==> src/rtl/mma_pkg.sv <==
package mma_pkg;

    typedef enum logic [1:0] {
        ST_IDLE = 2'd0,
        ST_INIT = 2'd1,
        ST_SCAN = 2'd2,
        ST_FIN  = 2'd3
    } mma_state_e;

    typedef enum logic [1:0] {
        SEL_MIN  = 2'd0,
        SEL_MAX  = 2'd1,
        SEL_MEAN = 2'd2,
        SEL_NONE = 2'd3
    } mma_sel_e;

endpackage

==> src/rtl/mma_store.sv <==
module mma_store #(
    parameter int DW = 8,
    parameter int AW = 5
) (
    input  logic          clk,
    input  logic          wr_en,
    input  logic [AW-1:0] wr_addr,
    input  logic [DW-1:0] wr_data,
    input  logic [AW-1:0] rd_addr,
    output logic [DW-1:0] rd_data
);
    localparam int DEPTH = 1 << AW;

    logic [DW-1:0] bank [DEPTH];
    logic [DW-1:0] rd_q;

    // Write port: one word stored per strobed edge.
    always_ff @(posedge clk) begin
        if (wr_en) begin
            bank[wr_addr] <= wr_data;
        end
    end

    // Synchronous read: data follows the address by one cycle.
    always_ff @(posedge clk) begin
        rd_q <= bank[rd_addr];
    end

    assign rd_data = rd_q;
endmodule

==> src/rtl/mma_stats.sv <==
module mma_stats #(
    parameter int DW = 8,
    parameter int AW = 5
) (
    input  logic          clk,
    input  logic          rst_n,
    input  logic          clr,
    input  logic          acc_en,
    input  logic [DW-1:0] word,
    output logic [DW-1:0] min_v,
    output logic [DW-1:0] max_v,
    output logic [DW-1:0] mean_v
);
    localparam int SUM_W = DW + AW;

    logic [DW-1:0]    min_q, max_q;
    logic [SUM_W-1:0] sum_q;

    always_ff @(posedge clk or negedge rst_n) begin
        if (!rst_n) begin
            min_q <= '0;
            max_q <= '0;
            sum_q <= '0;
        end else if (clr) begin
            // Fresh start values for every scan.
            min_q <= '1;
            max_q <= '0;
            sum_q <= '0;
        end else if (acc_en) begin
            // Strict compares.
            if (word < min_q) min_q <= word;
            if (word > max_q) max_q <= word;
            // The wide accumulator cannot overflow.
            sum_q <= sum_q + SUM_W'(word);
        end
    end

    assign min_v  = min_q;
    assign max_v  = max_q;
    // Truncating division by the word count.
    assign mean_v = sum_q[SUM_W-1:AW];
endmodule

==> src/rtl/mma_ctrl.sv <==
module mma_ctrl
    import mma_pkg::*;
#(
    parameter int AW = 5
) (
    input  logic          clk,
    input  logic          rst_n,
    input  logic          go,
    output logic [AW-1:0] rd_addr,
    output logic          clr,
    output logic          acc_en,
    output logic          done
);
    localparam logic [AW-1:0] LAST = AW'((1 << AW) - 1);

    mma_state_e    state_q;
    logic [AW-1:0] idx_q;

    // State register and scan index.
    always_ff @(posedge clk or negedge rst_n) begin
        if (!rst_n) begin
            state_q <= ST_IDLE;
            idx_q   <= '0;
        end else begin
            unique case (state_q)
                ST_IDLE, ST_FIN: begin
                    if (go) begin
                        state_q <= ST_INIT;
                        idx_q   <= '0;
                    end
                end
                ST_INIT: begin
                    // Go is ignored here.
                    state_q <= ST_SCAN;
                    idx_q   <= '0;
                end
                ST_SCAN: begin
                    // Go is ignored here too.
                    if (idx_q == LAST) begin
                        state_q <= ST_FIN;
                    end else begin
                        idx_q <= idx_q + 1'b1;
                    end
                end
                default: state_q <= ST_IDLE;
            endcase
        end
    end

    // Output decode.
    always_comb begin
        rd_addr = '0;
        clr     = 1'b0;
        acc_en  = 1'b0;
        done    = 1'b0;
        unique case (state_q)
            ST_IDLE: ;
            ST_INIT: begin
                clr     = 1'b1;
                rd_addr = '0;
            end
            ST_SCAN: begin
                acc_en  = 1'b1;
                rd_addr = idx_q + 1'b1;
            end
            ST_FIN:  done = 1'b1;
            default: ;
        endcase
    end
endmodule

==> src/rtl/mma_calc.sv <==
module mma_calc
    import mma_pkg::*;
#(
    parameter int DW = 8
) (
    input  logic          clk,
    input  logic          rst_n,
    input  logic [DW-1:0] ld_data,
    input  logic [4:0]    ld_addr,
    input  logic          ld_en,
    input  logic          go,
    output logic          done,
    input  logic [1:0]    sel,
    output logic [DW-1:0] result
);
    localparam int AW = 5;

    logic [AW-1:0] rd_addr;
    logic [DW-1:0] rd_data;
    logic          clr, acc_en;
    logic [DW-1:0] min_v, max_v, mean_v;

    mma_store #(.DW(DW), .AW(AW)) u_store (
        .clk     (clk),
        .wr_en   (ld_en),
        .wr_addr (ld_addr),
        .wr_data (ld_data),
        .rd_addr (rd_addr),
        .rd_data (rd_data)
    );

    mma_ctrl #(.AW(AW)) u_ctrl (
        .clk     (clk),
        .rst_n   (rst_n),
        .go      (go),
        .rd_addr (rd_addr),
        .clr     (clr),
        .acc_en  (acc_en),
        .done    (done)
    );

    mma_stats #(.DW(DW), .AW(AW)) u_stats (
        .clk    (clk),
        .rst_n  (rst_n),
        .clr    (clr),
        .acc_en (acc_en),
        .word   (rd_data),
        .min_v  (min_v),
        .max_v  (max_v),
        .mean_v (mean_v)
    );

    // Result selector.
    always_comb begin
        unique case (mma_sel_e'(sel))
            SEL_MIN:  result = min_v;
            SEL_MAX:  result = max_v;
            SEL_MEAN: result = mean_v;
            default:  result = '0;
        endcase
    end
endmodule

==> config.mk <==
export PLATFORM = sky130hd
export DESIGN_NAME = mma_calc
export DESIGN_NICKNAME = d
export VERILOG_FILES = /design/src/rtl/mma_pkg.sv /design/src/rtl/mma_store.sv /design/src/rtl/mma_stats.sv /design/src/rtl/mma_ctrl.sv /design/src/rtl/mma_calc.sv
export SDC_FILE = /design/constraint.sdc
export NUM_CORES = 1
export LEC_CHECK = 0
export BUFFER_PORTS_ARGS = -buffer_cell sky130_fd_sc_hd__buf_2
export CAP_MARGIN = 20
export CORE_ASPECT_RATIO = 0.8
export CORE_MARGIN = 1
export CORE_UTILIZATION = 62
export CTS_CLUSTER_SIZE = 25
export DETAILED_ROUTE_END_ITERATION = 12
export PLACE_DENSITY = 0.89
export RECOVER_POWER = 25
export SYNTH_ARGS = -nofsm -noshare
export SYNTH_HDL_FRONTEND = slang
export SYNTH_HIERARCHICAL = 1
export SYNTH_SLANG_ARGS = --single-unit
==> constraint.sdc <==
create_clock -name clk -period 3.7 [get_ports clk]
set_clock_uncertainty 0.1 [all_clocks]
set_input_delay 0.74 -clock clk [delete_from_list [all_inputs] [get_ports clk]]
set_output_delay 0.74 -clock clk [all_outputs]
set_load 0.005 [all_outputs]
==> metrics <==
failing checks max-capacitance violations, max-slew violations; H-tree Lvls 1; Hold Crit Start u_stats/sum_q[4]; Fillers 1147; RR Endpoint u_store/rd_data[3]; Slew Viols, Final 37; TritonCTS clock tree yes; dpl cell area 0.01321 mm²; worst-margin pin slew 1.986 ns; routability cong. 0.8123; RR Startpoint u_ctrl/state_q[0]; EDFF count, synth 256; Pre-Repair DR Iteration Count 4; cell area after layout approximately 0.014 mm²; highest clock rate 316.9 MHz; critical path peak fanout 20; Synth Register Bits 300; # setup viols final 0; CP Class reg2reg; final wirelength approximately 29000 µm; CP required 4.04 ns; die height 130.2 µm; clock sinks 300; die width about 160 µm; outcome finished with violations; WL/cell 28.45 µm; Worst Hold Class reg2reg; via count 6809; static leakage 4.764 nW; synthesized area per cell 18.40 µm²; Resize count post-CTS 0; nets@finish roughly 800; pin count of the biggest net entering global routing 40; setup TNS 0 ns; CORE AREA 0.01997 mm²; clock-pin slew on the worst setup and hold paths roughly 0.070 ns; vias in the first global route 6892; Clock Tree Buf Depth 3; Ys Warns 6; syn_nets ~740; CTS Root Cell clkbuf_16; I/O pins 28; CTS buffer count 27; die area around 0.021 mm²; first-pass GRT wire length roughly 43000 µm; Setup Fix Bufs, Post-CTS 0; RSZ-0062 raised after global routing no; Mapped Cells 692; input/output buffers 27; synth-to-layout area growth 10.73%; Post-Synthesis Cell Area approximately 0.013 mm²; Pwr Density 669.9 mW/mm²; DP HPWL 17890 µm; Critical Path Sink Type flop; Starting Density ~64%; Post-synth ARST share 12.00%; Tmin final between 3 and 4 ns; layout cells sized above 1 about a quarter; Clk Latency, worst-skew pair 0.55 ns; flop2flop setup slack 0.54 ns; GRT overflow 0; GR Util All Layers 28.85%; MaxCap Viol Count 1; hold_buf cts 0; initial drt markers 787; Antenna diodes 0; Worst setup SP type flop; Reg2Reg Depth 8; row cnt 46; sequential area share after synthesis 68.72%; vias per cell 6.675; crit path DAT 3.50 ns; # DRC 0; relative slew slack -32.42%; hold endpoint u_stats/sum_q[4]; initial antenna violation count 1; post-route ant nets 0; Netlist cell types 54; Final Hold Viols 0; top_reg_cell synth edfxtp_1; VDD IR max 0.0004586 V; Core Util, Final 70.59%; Final period util 85.28%; hold path cells 2
[per-layer routing]
layer / share of wire [%] / track usage, %
met1: 39 / 38.94
met2: 48 / 47.06
met3: 9.6 / 6.008
met4: 3.4 / 11.21
met5: 0 / 0
[cells in the final DEF (no fill, tap or decap), types with 14 or more instances in the layout]
cell / n
a21oi_1: 20
buf_2: 19
nor2_1: 43
nand2b_1: 20
o21ai_0: 23
ha_1: 29
clkbuf_16: 27
buf_4: 21
inv_1: 22
mux4_2: 80
clkbuf_1: 14
edfxtp_1: 256
dfrtp_1: 36
mux2i_1: 19
[synthesized netlist by cell type, types with 2 or more instances]
master     instances  area [µm²]
edfxtp_1         256        7687
mux4_2            80        1802
nor2_1            43       161.4
dfrtp_1           36       900.9
ha_1              29       362.9
o21ai_0           23       115.1
inv_1             22       82.58
a21oi_1           20       100.1
nand2b_1          20       125.1
mux2i_1           19       190.2
buf_4             16       120.1
mux2_2            11       123.9
nand2_1            9       33.78
clkbuf_1           8       30.03
dfxtp_1            8       160.2
o2bb2ai_1          8       70.07
buf_1              6       22.52
xor2_1             6       52.55
nand3b_1           5       37.54
and2_1             4       25.02
buf_2              4       20.02
buf_6              4       45.04
nand4_1            4       25.02
nor2b_1            4       25.02
or3_1              4       25.02
xnor2_1            4       35.03
a211oi_1           3       22.52
or3b_2             3       26.28
a211o_1            2       17.52
nand3_1            2       10.01
nor2b_4            2       27.53
nor3_1             2       10.01
o211ai_1           2       15.01
o21a_1             2       15.01
o22ai_1            2       12.51
[kinds of logic (layout without fill, tap and decap cells)]
logic type	Yosys count	count (layout)	synth area share (%)
buf+inv	60	124	2.516
fa+ha+maj	30	30	3.007
compound gates	72	72	3.715
simple gates	109	109	4.619
xor+xnor	10	10	0.6879
mux	111	111	16.74
flops	300	300	68.72
[power by group]
group	internal, mW	switching [mW]
logic	1.20	1.26
registers	3.88	0.239
clock network	1.63	1.23
[how the worst max path moves through the flow]
| stage | slack [ns] | endpoint | startpoint |
|---|---|---|---|
| 2_1_floorplan | 0.84 | u_store/rd_data[0] | u_ctrl/state_q[0] |
| 3_3_place_gp | 0.64 | u_store/rd_data[4] | u_ctrl/state_q[0] |
| 3_5_place_dp | 0.55 | u_store/rd_data[4] | u_ctrl/state_q[0] |
| 4_1_cts | 0.57 | u_store/rd_data[3] | u_ctrl/state_q[0] |
| 5_1_grt | 0.46 | u_store/rd_data[4] | u_ctrl/state_q[0] |
| 6_report | 0.54 | u_store/rd_data[3] | u_ctrl/state_q[0] |
[flip-flops by register name (all words and copies together) (netlist names)]
signal	cells
u_store/bank	256
u_stats/sum_q	13
u_stats/max_v	8
u_stats/min_v	8
u_store/rd_data	8
u_ctrl/idx_q	5
u_ctrl/state_q	2
[stage by stage]
stage | total power [mW] | cells | hold WS [ns] | setup WS, ns
after global routing | 9.825 | 1020 | 0.4801 | 0.4556
after global placement | 6.413 | 970 | 0.3779 | 0.6441
after detailed placement | 6.569 | 970 | 0.3932 | 0.5539
final | 9.444 | 1020 | 0.4159 | 0.5445
after floorplan | 5.952 | 692 | 0.3444 | 0.8442
after CTS | 9.455 | 1020 | 0.1939 | 0.5708
[worst max-delay path: stages, from the launching register on]
cell     delay [ns]
dfrtp_1        0.43
inv_1          0.08
ha_1           0.17
buf_4          0.27
and2_2         0.42
buf_4          0.36
mux4_2         0.37
mux4_2         0.55
mux2_2         0.30
[final cells by class]
type | count | area, µm² | area share (%)
clock buffers | 33 | 698.2 | 4.953
flip-flops and latches | 300 | 8748 | 62.06
repair buffers | 52 | 362.8 | 2.574
well taps | 264 | 330.3 | 2.343
clock inverters | 17 | 203.9 | 1.447
inverters | 22 | 82.58 | 0.5858
multi-input cells | 332 | 3671 | 26.04
No activity file was read; power rests on OpenSTA's default activity.
